==> config.mk <==
export PLATFORM = sky130hd
export DESIGN_NAME = supply_reset_sequencer
export DESIGN_NICKNAME = d
export VERILOG_FILES = /design/src/rtl/srs_pkg.sv /design/src/rtl/srs_sync.sv /design/src/rtl/srs_timer.sv /design/src/rtl/srs_ctrl.sv /design/src/rtl/supply_reset_sequencer.sv
export SDC_FILE = /design/constraint.sdc
export NUM_CORES = 1
export LEC_CHECK = 0
export BUFFER_PORTS_ARGS = -buffer_cell sky130_fd_sc_hd__buf_2
export CAP_MARGIN = 40
export CORE_MARGIN = 4
export CORE_UTILIZATION = 45
export CTS_CLUSTER_SIZE = 30
export DETAILED_ROUTE_END_ITERATION = 10
export SYNTH_ARGS = -nofsm -noshare
export SYNTH_HDL_FRONTEND = slang
export SYNTH_SLANG_ARGS = --single-unit
export TNS_END_PERCENT = 20
==> constraint.sdc <==
create_clock -name clk -period 2.8 [get_ports clk]
set_clock_uncertainty 0.1 [all_clocks]
set_input_delay 0.14 -clock clk [delete_from_list [all_inputs] [get_ports clk]]
set_output_delay 0.14 -clock clk [all_outputs]
set_load 0.01 [all_outputs]
==> src/rtl/srs_pkg.sv <==
package srs_pkg;

   // Control modes of the sequencer
   typedef enum logic [1:0] {
      MODE_RUN  = 2'd0,   // normal supervision
      MODE_HOLD = 2'd1,   // output frozen by hold request
      MODE_DROP = 2'd2    // release delay before forced assertion
   } mode_e;

   // Counter width able to hold values 0..max_val
   function automatic int cnt_width(input int max_val);
      return (max_val < 2) ? 1 : $clog2(max_val + 1);
   endfunction

endpackage

==> src/rtl/srs_sync.sv <==
module srs_sync #(
   parameter int          WIDTH   = 1,
   parameter int          STAGES  = 2,
   parameter logic [WIDTH-1:0] RST_VAL = '0
) (
   input  logic             clk,
   input  logic             arst_n,
   input  logic [WIDTH-1:0] d,
   output logic [WIDTH-1:0] q
);

   generate
      if (STAGES < 2) begin : g_bad_stages
         $error("srs_sync: STAGES must be at least 2");
      end
      if (WIDTH < 1) begin : g_bad_width
         $error("srs_sync: WIDTH must be at least 1");
      end
   endgenerate

   logic [WIDTH-1:0] chain [STAGES];

   generate
      for (genvar s = 0; s < STAGES; s++) begin : g_stage
         if (s == 0) begin : g_first
            always_ff @(posedge clk or negedge arst_n) begin
               if (!arst_n) chain[s] <= RST_VAL;
               else         chain[s] <= d;
            end
         end else begin : g_next
            always_ff @(posedge clk or negedge arst_n) begin
               if (!arst_n) chain[s] <= RST_VAL;
               else         chain[s] <= chain[s-1];
            end
         end
      end
   endgenerate

   assign q = chain[STAGES-1];

endmodule

==> src/rtl/srs_timer.sv <==
module srs_timer #(
   parameter int WIDTH = 8
) (
   input  logic             clk,
   input  logic             arst_n,
   input  logic             clr,
   input  logic             en,
   input  logic [WIDTH-1:0] limit,
   output logic [WIDTH-1:0] cnt,
   output logic             hit
);

   generate
      if (WIDTH < 1) begin : g_bad_width
         $error("srs_timer: WIDTH must be at least 1");
      end
   endgenerate

   localparam logic [WIDTH-1:0] ONE = WIDTH'(1);

   // hit marks the enabled cycle that completes limit counted cycles
   assign hit = en && !clr && (cnt == (limit - ONE));

   always_ff @(posedge clk or negedge arst_n) begin
      if (!arst_n)     cnt <= '0;
      else if (clr)    cnt <= '0;
      else if (hit)    cnt <= '0;
      else if (en)     cnt <= cnt + ONE;
   end

endmodule

==> src/rtl/srs_ctrl.sv <==
module srs_ctrl
   import srs_pkg::*;
(
   input  logic  clk,
   input  logic  arst_n,
   input  logic  all_ok,
   input  logic  hold,
   input  logic  to_hit,
   input  logic  dl_hit,
   output logic  to_clr,
   output logic  to_en,
   output logic  dl_clr,
   output logic  dl_en,
   output mode_e mode,
   output logic  rst_n
);

   mode_e mode_d;
   logic  rst_d;

   always_comb begin
      mode_d = mode;
      rst_d  = rst_n;
      to_clr = 1'b0;
      to_en  = 1'b0;
      dl_clr = 1'b0;
      dl_en  = 1'b0;
      unique case (mode)
         MODE_RUN: begin
            if (hold) begin
               // hold wins over any simultaneous flag change
               mode_d = MODE_HOLD;
               to_clr = 1'b1;
            end else if (!all_ok) begin
               rst_d  = 1'b0;
               to_clr = 1'b1;
            end else if (!rst_n) begin
               to_en = 1'b1;
               if (to_hit) rst_d = 1'b1;
            end
         end
         MODE_HOLD: begin
            if (!hold) begin
               if (rst_n && all_ok) begin
                  mode_d = MODE_RUN;
               end else if (rst_n) begin
                  mode_d = MODE_DROP;
                  dl_clr = 1'b1;
               end else begin
                  mode_d = MODE_RUN;
                  to_clr = 1'b1;
               end
            end
         end
         MODE_DROP: begin
            dl_en = 1'b1;
            if (dl_hit) begin
               rst_d  = 1'b0;
               mode_d = MODE_RUN;
               to_clr = 1'b1;
            end
         end
         default: begin
            mode_d = MODE_HOLD;
            rst_d  = 1'b0;
            to_clr = 1'b1;
         end
      endcase
   end

   always_ff @(posedge clk or negedge arst_n) begin
      if (!arst_n) begin
         mode  <= MODE_HOLD;
         rst_n <= 1'b0;
      end else begin
         mode  <= mode_d;
         rst_n <= rst_d;
      end
   end

endmodule

==> src/rtl/supply_reset_sequencer.sv <==
module supply_reset_sequencer
   import srs_pkg::*;
#(
   parameter int NUM_SUPPLIES = 3,
   parameter int SYNC_STAGES  = 2,
   parameter int SHORT_CYCLES = 40_000,
   parameter int LONG_CYCLES  = 20_000_000,
   parameter int RELEASE_DLY  = 2
) (
   input  logic                    clk,
   input  logic                    por_n,
   input  logic [NUM_SUPPLIES-1:0] supply_ok,
   input  logic                    hold_req,
   input  logic                    long_sel,
   output logic                    sys_rst_n
);

   localparam int CNT_W  = cnt_width(LONG_CYCLES);
   localparam int DLY_W  = cnt_width(RELEASE_DLY);
   localparam int SYNC_W = NUM_SUPPLIES + 2;
   // long select and hold come out of reset set, supply flags cleared
   localparam logic [SYNC_W-1:0] SYNC_RST = {2'b11, {NUM_SUPPLIES{1'b0}}};
   localparam logic [CNT_W-1:0]  LIM_LONG  = CNT_W'(LONG_CYCLES);
   localparam logic [CNT_W-1:0]  LIM_SHORT = CNT_W'(SHORT_CYCLES);
   localparam logic [DLY_W-1:0]  LIM_DLY   = DLY_W'(RELEASE_DLY);

   generate
      if (NUM_SUPPLIES < 1) begin : g_bad_num
         $error("supply_reset_sequencer: NUM_SUPPLIES must be at least 1");
      end
      if (SHORT_CYCLES < 1 || LONG_CYCLES < SHORT_CYCLES) begin : g_bad_to
         $error("supply_reset_sequencer: need 1 <= SHORT_CYCLES <= LONG_CYCLES");
      end
      if (RELEASE_DLY < 1) begin : g_bad_dly
         $error("supply_reset_sequencer: RELEASE_DLY must be at least 1");
      end
   endgenerate

   logic [SYNC_W-1:0]       sync_q;
   logic [NUM_SUPPLIES-1:0] ok_s;
   logic                    hold_s;
   logic                    sel_s;
   logic                    all_ok;

   srs_sync #(
      .WIDTH   (SYNC_W),
      .STAGES  (SYNC_STAGES),
      .RST_VAL (SYNC_RST)
   ) u_sync (
      .clk    (clk),
      .arst_n (por_n),
      .d      ({long_sel, hold_req, supply_ok}),
      .q      (sync_q)
   );

   assign ok_s   = sync_q[NUM_SUPPLIES-1:0];
   assign hold_s = sync_q[NUM_SUPPLIES];
   assign sel_s  = sync_q[NUM_SUPPLIES+1];
   assign all_ok = &ok_s;

   logic             to_clr, to_en, to_hit;
   logic             dl_clr, dl_en, dl_hit;
   logic [CNT_W-1:0] to_cnt;
   logic [DLY_W-1:0] dl_cnt;
   logic [CNT_W-1:0] to_limit;
   mode_e            mode;

   assign to_limit = sel_s ? LIM_LONG : LIM_SHORT;

   srs_timer #(.WIDTH(CNT_W)) u_timeout (
      .clk    (clk),
      .arst_n (por_n),
      .clr    (to_clr),
      .en     (to_en),
      .limit  (to_limit),
      .cnt    (to_cnt),
      .hit    (to_hit)
   );

   srs_timer #(.WIDTH(DLY_W)) u_reldly (
      .clk    (clk),
      .arst_n (por_n),
      .clr    (dl_clr),
      .en     (dl_en),
      .limit  (LIM_DLY),
      .cnt    (dl_cnt),
      .hit    (dl_hit)
   );

   srs_ctrl u_ctrl (
      .clk    (clk),
      .arst_n (por_n),
      .all_ok (all_ok),
      .hold   (hold_s),
      .to_hit (to_hit),
      .dl_hit (dl_hit),
      .to_clr (to_clr),
      .to_en  (to_en),
      .dl_clr (dl_clr),
      .dl_en  (dl_en),
      .mode   (mode),
      .rst_n  (sys_rst_n)
   );

endmodule

==> metrics.yaml, run 1 <==
cells_and_area:
  antenna_cells: 0
  final_nets: 255
  multiInputGateArea_um2: 1090
  final.fill_count: 388
  seqCellArea_um2: 1010
  layout-drive-gt1-share_pct: 13.1
  area.growth.synth_to_final_pct: 14.5
logic_synthesis:
  synthTopCellsByCount: "dfrtp_1 (35), nand2_1 (28), nand3_1 (21), nand4_1 (21), nor2_1 (10)"
  synth_seq_cells: 40
  synth_fp_nets: 239
  synth.avg_cell_area_um2: 9.48
  synth_area_um2: 2150
  ys_seq_area_share_pct: 46.8
  async_flop_share_pct: 100
  yosysTopAreaCellShare_pct: 40.7
  ys_types: 47
  synth_ff_type: "dfrtp_1"
  synth_area_leader_cell: "dfrtp_1"
  yosysMostFrequentCell: "dfrtp_1"
  synth_edf_count: 0
  synthCells: 227
  ys_warn_count: 0
  yosys-top-cells-area: "dfrtp_1 (41%), dfstp_2 (6.1%), nand4_1 (6.1%)"
route:
  vias_per_cell: 6.29
  dr.pass1.iters: 4
  post-route-drc-count: 0
  finalWirelength_um: 4920
  initialDrtViolationCount: 166
  ant_nets: 0
  via_count: 1863
  wl_per_cell_um: 16.6
die:
  core_region_area_um2: 4500
  fp.dieW_um: 77.2
  io_pins: 8
  die_h_um: 77.2
  rows: 24
  die_area_um2: 5950
  start_util_pct: 47.8
global_routing:
  grt_pass1_vias: 1742
  grt_first_pass_wirelength_um: 8340
  antenna_found_initial: 0
  overflow: 0
  grt_max_degree: 26
  grt.total_usage_pct: 17.2
critical_path:
  end_kind: "register"
  crit_fanout: 5
  critPathLaunchType: "register"
  crit_arrival_ns: 2.62
  required_ns: 2.93
  crit_type: "register to register"
cts:
  cts_buffer_depth: 2
  cts_tree: "built"
  insertion_delay_ns: 0.29
  hold_buffers: 6
  cts_buffers: 5
  ctsRootBufferMaster: "clkbuf_8"
  cts_resized: 0
  cts_setup_buffers: 0
  clk_pin_slew_worst_paths_ns: 0.08
  h-tree-depth: 2
  clock-sinks: 40
timing:
  setup_viol: 0
  worst_slew_pin_slew_ns: 0.683
  slew_headroom_pct: 54.1
  period_share_pct: 88.9
  slew_viol_final: 0
  final_hold_viol_count: 0
  max_freq_mhz: 402
  period_needed_ns: 2.49
  setup_tns_ns: 0
  rsz0062_at_grt: "false"
placed_design:
  io_buffers: 7
  place_congestion: 0.859
  place_hpwl_um: 3460
run:
  drv_cap: 0
power_and_ir_drop:
  swShare_pct: 27.7
  clkPwrFrac_pct: 36.6
  pwr-share-seq_pct: 47.1
  power.total_uw: 1310
  power_density_nw_per_um2: 531
  p_int_uw: 946
  combPwrFrac_pct: 16.3
  p_leak_uw: 0.000976
  ir_worst_vdd_uv: 265
  p_switching_uw: 363
min_path:
  hold_path.class: "primary input to asynchronous set/reset pin"
status:
  status: "completed"
==> layout make-up <==
class,instances,share of cell area (%)
clock buffer,5,2.79
clock inverter,3,1.93
inverter,5,0.762
multi-input combinational,171,44.2
sequential,40,40.9
tap,52,2.64
timing repair buffer,20,6.81
==> worst max-delay path: stages, from the launching register on <==
cell	delay, ns
dfrtp_1	0.41
inv_1	0.09
ha_1	0.24
or3_1	0.44
or4_4	0.54
or4b_1	0.51
nand3_1	0.09
==> power groups by stage <==
stage | clock network (uW) | logic, uW | registers [uW]
after floorplan | 0 | 140 | 622
after detailed placement | 0 | 205 | 627
after global placement | 0 | 192 | 624
after CTS | 499 | 214 | 616
final | 479 | 214 | 616
after global routing | 522 | 237 | 618
==> through the flow <==
step,util [%],instance area [um^2],setup WS [ns],std cells,hold slack [ns]
after global placement,50.2,2260,0.427,281,0.145
final,54.7,2460,0.312,296,0.243
after global routing,54.7,2460,0.210,296,0.269
after CTS,54.7,2460,0.313,296,0.246
after detailed placement,50.8,2290,0.345,282,0.0336
after floorplan,-,2150,0.517,227,-0.256
==> sequential cells by signal (all words and copies together), names as in the netlist <==
| register | count |
|---|---|
| u_ctrl.rst_n | 1 |
| u_reldly.cnt | 2 |
| u_timeout.cnt | 25 |
| u_sync.q | 5 |
| u_ctrl.mode | 2 |
| u_sync.chain | 5 |
==> placed cells by master (no fill, tap or decap), types with 4 or more instances in the layout <==
cell	count
o21ai_0	6
inv_1	5
o211ai_1	5
dfrtp_1	35
mux2i_1	4
nand3_1	21
o311ai_0	5
buf_2	7
a31oi_1	7
and4_1	4
buf_4	6
ha_1	5
nor2_1	10
dlygate4sd3_1	6
and3_1	7
clkbuf_8	5
nand2_1	28
nand4_1	21
dfstp_2	5
nor4_1	5
==> kinds of logic after synthesis <==
| family | count (synthesis) | synth area share (%) |
|---|---|---|
| buffers and inverters | 16 | 3.02 |
| AO/OA/AOI/OAI | 41 | 13.9 |
| XOR/XNOR | 1 | 0.407 |
| adder cells (fa/ha/maj) | 5 | 2.91 |
| AND/OR/NAND/NOR | 120 | 31.1 |
| multiplexers | 4 | 1.86 |
| flip-flops | 40 | 46.8 |
==> path summary, 6_finish.rpt <==
kind                            slack (ns)            start                end  cells past startpoint
max in group asynchronous             1.80            por_n    u_sync.chain[9]                      3
worst max-delay path                  0.31   u_ctrl.mode[1]  u_timeout.cnt[22]                      6
worst min-delay path                  0.24            por_n  u_timeout.cnt[22]                      2
min in group clk                      0.25  u_sync.chain[6]        u_sync.q[1]                      0
worst max register to register        0.31   u_ctrl.mode[1]  u_timeout.cnt[22]                      6
worst min register to register        0.25  u_sync.chain[6]        u_sync.q[1]                      0
==> metal layers <==
metal / vias to the layer above / GRT usage, % / share of wire [%]
li1: 905 / - / -
met1: 896 / 24.8 / 49
met2: 60 / 25.6 / 45
met3: 2 / 3.63 / 5.6
met4: 0 / 5.34 / 0.39
met5: - / 0 / 0
No activity file was read; power rests on OpenSTA's default activity.
==> inputs of run 2 (changes only) <==
==> constraint.sdc (replaced) <==
create_clock -name clk -period 3 [get_ports clk]
set_clock_uncertainty 0.1 [all_clocks]
set_input_delay 0.15 -clock clk [delete_from_list [all_inputs] [get_ports clk]]
set_output_delay 0.15 -clock clk [all_outputs]
set_load 0.01 [all_outputs]
==> run 2 against run 1 <==
  * Worst setup slack better by 0.21 ns
  * First-iteration DRC count down 4.8%
  * Flip-flop and latch count unchanged
  * Routed wire length down 2.4%
  * Final cell count down 1.0%
  * Highest routed layer unchanged
==> metrics.yaml, run 2 (synthesized netlist as in run 1, its figures left out) <==
critical_path:
  r2r-start: "u_ctrl.mode[1]"
  cpMaxStageDelayCell: "or4_4"
  crit_chain: "inv_1 -> ha_1 -> or3_1 -> or4_4 -> or4b_1 -> nand3_1"
  cpPeakStageDelay_ns: 0.54
  end_kind: "register"
  crit_fanout: 5
  rrSetupSlack_ns: 0.52
  endpoint: "u_timeout.cnt[22]"
  crit_arrival_ns: 2.62
  r2r-end: "u_timeout.cnt[22]"
  critPathLaunchType: "register"
  cp-startpoint: "u_ctrl.mode[1]"
  crit_type: "register to register"
  required_ns: 3.14
  reg2reg_depth: 6
cts:
  cts_buffer_depth: 2
  ctsRootBufferMaster: "clkbuf_8"
  h-tree-depth: 2
  clk_pin_slew_worst_paths_ns: 0.08
  insertion_delay_ns: 0.30
  cts_tree: "built"
  clock-sinks: 40
  cts_buffers: 5
timing:
  max_freq_mhz: 404
  hold_slack_ns: 0.131
  setup_tns_ns: 0
  setup_viol: 0
  period_needed_ns: 2.48
  worst_slack_ns: 0.525
  slew_viol_final: 0
  final_hold_viol_count: 0
  slew_headroom_pct: 55.2
  rsz0062_at_grt: "false"
  period_share_pct: 82.5
  worst_slew_pin_slew_ns: 0.666
cells_and_area:
  largest_reg_flops: 25
  final_common_cell: "dfrtp_1"
  antenna_cells: 0
  regMostFlops: "u_timeout.cnt"
  layout-drive-gt1-share_pct: 12.0
  fin_cells: 293
  final_cell_mix: "dfrtp_1 (35), nand2_1 (28), nand4_1 (21), nand3_1 (21), nor2_1 (10)"
  area.growth.synth_to_final_pct: 12.8
  final_nets: 252
placed_design:
  dp_slack_ns: 0.535
  place_congestion: 0.922
  io_buffers: 7
  dp.cells: 279
  place_hpwl_um: 3270
global_routing:
  grt_pass1_vias: 1709
  antenna_found_initial: 0
  overflow: 0
  grt.total_usage_pct: 16.9
  grt_max_degree: 33
  grt_first_pass_wirelength_um: 8280
die:
  rows: 24
  core_region_area_um2: 4500
  fp.dieW_um: 77.2
  io_pins: 8
  start_util_pct: 47.8
  die_h_um: 77.2
  die_area_um2: 5950
run:
  drv_cap: 0
power_and_ir_drop:
  power.total_uw: 1210
  p_leak_uw: 0.000955
  ir_worst_vdd_uv: 294
  power_density_nw_per_um2: 498
route:
  wl_per_cell_um: 16.4
  dr.pass1.iters: 4
  ant_nets: 0
  via_count: 1849
  post-route-drc-count: 0
  finalWirelength_um: 4800
  initialDrtViolationCount: 158
  vias_per_cell: 6.31
min_path:
  hold_path.class: "primary input to asynchronous set/reset pin"
status:
  status: "completed"
==> run 2: cell count changes in the layout (fill, tap and decap cells not counted) <==
cell | before | now
buf_12 | 0 | 1
buf_16 | 1 | 0
buf_4 | 6 | 3
clkinv_2 | 0 | 1
clkinv_4 | 2 | 0
clkinvlp_4 | 0 | 1
==> run 2: how the worst min path moves through the flow <==
stage / endpoint / slack (ns) / cells past startpoint
2_1_floorplan: u_ctrl.mode[1] / -0.25 / 0
3_3_place_gp: u_sync.chain[8] / 0.15 / 1
3_5_place_dp: u_timeout.cnt[19] / -0.07 / 1
4_1_cts: u_timeout.cnt[19] / 0.14 / 2
5_1_grt: u_timeout.cnt[19] / 0.16 / 2
6_report: u_timeout.cnt[19] / 0.13 / 2
==> run 2: worst max-delay path, delay by kind of cell (launching register included) <==
family,cells,cell delay (ns)
simple gates,4,1.58
flops,1,0.41
fa+ha+maj,1,0.24
buf+inv,1,0.09
==> run 2: area by class of cell <==
class / instances / area (um^2)
fillers: 416 / 2080
multi-input cells: 171 / 1090
flip-flops and latches: 40 / 1010
repair buffers: 17 / 138
clock buffers: 5 / 68.8
well taps: 52 / 65.1
clock inverters: 3 / 42.5
inverters: 5 / 18.8
==> run 2: through the flow <==
step / util [%] / instance area [um^2]
6_report: 53.9 / 2430
4_1_cts: 53.9 / 2430
3_3_place_gp: 49.7 / 2240
3_5_place_dp: 50.1 / 2260
5_1_grt: 53.9 / 2430
2_1_floorplan: - / 2150
==> run 2: what timing repair did <==
action | in CTS | in global routing
hold buffers | 6 | 0
hold endpoints to repair | 41 | 0
gates resized for setup | 0 | 0
endpoints found under the setup margin | 0 | 0
buffers inserted | 0 | 0
==> run 2: metal layers <==
layer / track usage (%) / share of wire [%] / vias to the layer above
met2: 24.4 / 46 / 36
met3: 3.16 / 4.1 / 4
li1: - / - / 905
met1: 25.8 / 50 / 904
met5: 0 / 0 / -
met4: 4.80 / 0.81 / 0
==> run 2: where the power goes <==
group          total, uW  switching, uW  internal [uW]  leakage [uW]
Sequential           575           13.4            561      0.000528
Clock                443            197            246     0.0000541
Combinational        193            123           69.8      0.000373
Total               1210            333            877      0.000955
==> inputs of run 3 (changes only) <==
==> constraint.sdc (replaced) <==
create_clock -name clk -period 2.5 [get_ports clk]
set_clock_uncertainty 0.1 [all_clocks]
set_input_delay 0.125 -clock clk [delete_from_list [all_inputs] [get_ports clk]]
set_output_delay 0.125 -clock clk [all_outputs]
set_load 0.01 [all_outputs]
==> run 3 against run 2 <==
  * Fmax up 2.2%
  * Final cell count up 1.4%
  * Flip-flop and latch count unchanged
  * First-iteration DRC count up 6.3%
  * Routed wire length up 3.6%
  * Count of clock-buffer cells in the layout unchanged
  * Sequential share of layout area down 0.92 points
  * Hold slack better by 0.093 ns
  * Largest cell class unchanged
  * Largest power group unchanged
==> metrics.yaml, run 3 (synthesized netlist as in run 1, its figures left out) <==
route:
  post-route-drc-count: 0
  drt-met1-wl_um: 2440
  wl_met2_um: 2240
  dr.pass1.iters: 4
  initialDrtViolationCount: 168
  ant_nets: 0
  via_count: 1859
  routed.top_layer: "met4"
  wl_per_cell_um: 16.8
  finalWirelength_um: 4980
  routed-wl-met3_um: 216
  vias_per_cell: 6.26
cells_and_area:
  largest_reg_flops: 25
  regMostFlops: "u_timeout.cnt"
  area.growth.synth_to_final_pct: 15.4
  final_nets: 256
  fin_cells: 297
  final_cell_area_um2: 2480
  final.fill_count: 391
  antenna_cells: 0
  final_cell_mix: "dfrtp_1 (35), nand2_1 (27), nand4_1 (21), nand3_1 (21), nor2_1 (10)"
  layout-drive-gt1-share_pct: 15.5
  final_common_cell: "dfrtp_1"
power_and_ir_drop:
  clkPwrFrac_pct: 37.0
  swShare_pct: 28.2
  pwr-share-seq_pct: 46.5
  p_leak_uw: 0.000976
  power_density_nw_per_um2: 598
  p_int_uw: 1070
  combPwrFrac_pct: 16.6
  p_switching_uw: 419
  ir_worst_vdd_uv: 297
cts:
  cts_setup_buffers: 0
  ctsRootBufferMaster: "clkbuf_8"
  clk_pin_slew_worst_paths_ns: 0.08
  clock-sinks: 40
  cts_tree: "built"
  insertion_delay_ns: 0.30
  h-tree-depth: 2
  cts_buffer_depth: 2
  cts_buffers: 5
placed_design:
  place_area_um2: 2290
  dp.cells: 283
  dp_slack_ns: 0.0244
  place_congestion: 0.815
  io_buffers: 7
  place_hpwl_um: 3380
global_routing:
  grt.total_usage_pct: 17.7
  overflow: 0
  grt_max_degree: 26
  antenna_found_initial: 0
  grt_first_pass_wirelength_um: 8510
  grt_pass1_vias: 1793
critical_path:
  r2r-start: "u_ctrl.mode[0]"
  cp-startpoint: "u_ctrl.mode[0]"
  end_kind: "register"
  required_ns: 2.64
  reg2reg_depth: 6
  crit_fanout: 5
  crit_type: "register to register"
  critPathLaunchType: "register"
  crit_arrival_ns: 2.57
die:
  rows: 24
  io_pins: 8
  start_util_pct: 47.8
  fp.dieW_um: 77.2
  die_area_um2: 5950
  die_h_um: 77.2
  core_region_area_um2: 4500
status:
  status: "completed"
run:
  drv_cap: 0
timing:
  period_share_pct: 96.9
  worst_slew_pin_slew_ns: 0.550
  worst_slack_ns: 0.0781
  setup_viol: 0
  slew_viol_final: 0
  final_hold_viol_count: 0
  period_needed_ns: 2.42
  slew_headroom_pct: 63.0
  max_freq_mhz: 413
min_path:
  hold_path.class: "primary input to asynchronous set/reset pin"
## run 3: final timing paths
check | to | slack [ns]
max reg2reg | u_timeout.cnt[22] | 0.08
max | u_timeout.cnt[22] | 0.08
min reg2reg | u_sync.q[0] | 0.26
min in group clk | u_sync.q[0] | 0.26
min | u_timeout.cnt[10] | 0.22
max in group asynchronous | u_sync.chain[8] | 1.52
## run 3: per-stage QoR
stage	power (uW)	hold slack (ns)	TNS [ns]	util (%)
floorplan	854	-0.271	0	-
global placement	914	0.130	0	50.3
detailed placement	932	0.0297	0	50.9
CTS	1490	0.246	0	54.8
global route	1560	0.260	-0.00255	55.1
finish	1480	0.224	0	55.1
## run 3: what timing repair did
action                                  CTS  global route
resized for setup                         0             5
hold buffers                              6             0
hold endpoints to repair                 23             0
endpoints found under the setup margin    0             5
## run 3: metal layers
layer / GRT usage, % / vias up
met2: 27.1 / 50
li1: - / 906
met5: 0 / -
met3: 3.51 / 8
met4: 6.94 / 0
met1: 24.5 / 895
## run 3: final cells by class
| cell class | count | area (um^2) | share of cell area [%] |
|---|---|---|---|
| clock buffers | 5 | 68.8 | 2.77 |
| repair buffers | 21 | 175 | 7.05 |
| well taps | 52 | 65.1 | 2.62 |
| inverters | 5 | 18.8 | 0.756 |
| multi-input cells | 171 | 1100 | 44.4 |
| flip-flops and latches | 40 | 1010 | 40.6 |
| clock inverters | 3 | 46.3 | 1.86 |
## run 3: worst max-delay path, stage by stage, from the launching register on
cell	delay [ns]
dfstp_2	0.57
inv_1	0.07
ha_2	0.21
and3b_2	0.24
or4_4	0.56
or4b_1	0.52
nand3_1	0.09
## run 3: power by group through the flow
stage | Combinational (uW) | Sequential [uW] | Clock (uW)
after floorplan | 157 | 697 | 0
after detailed placement | 230 | 702 | 0
final | 246 | 690 | 549
after global placement | 214 | 700 | 0
after CTS | 239 | 689 | 561
after global routing | 274 | 692 | 590
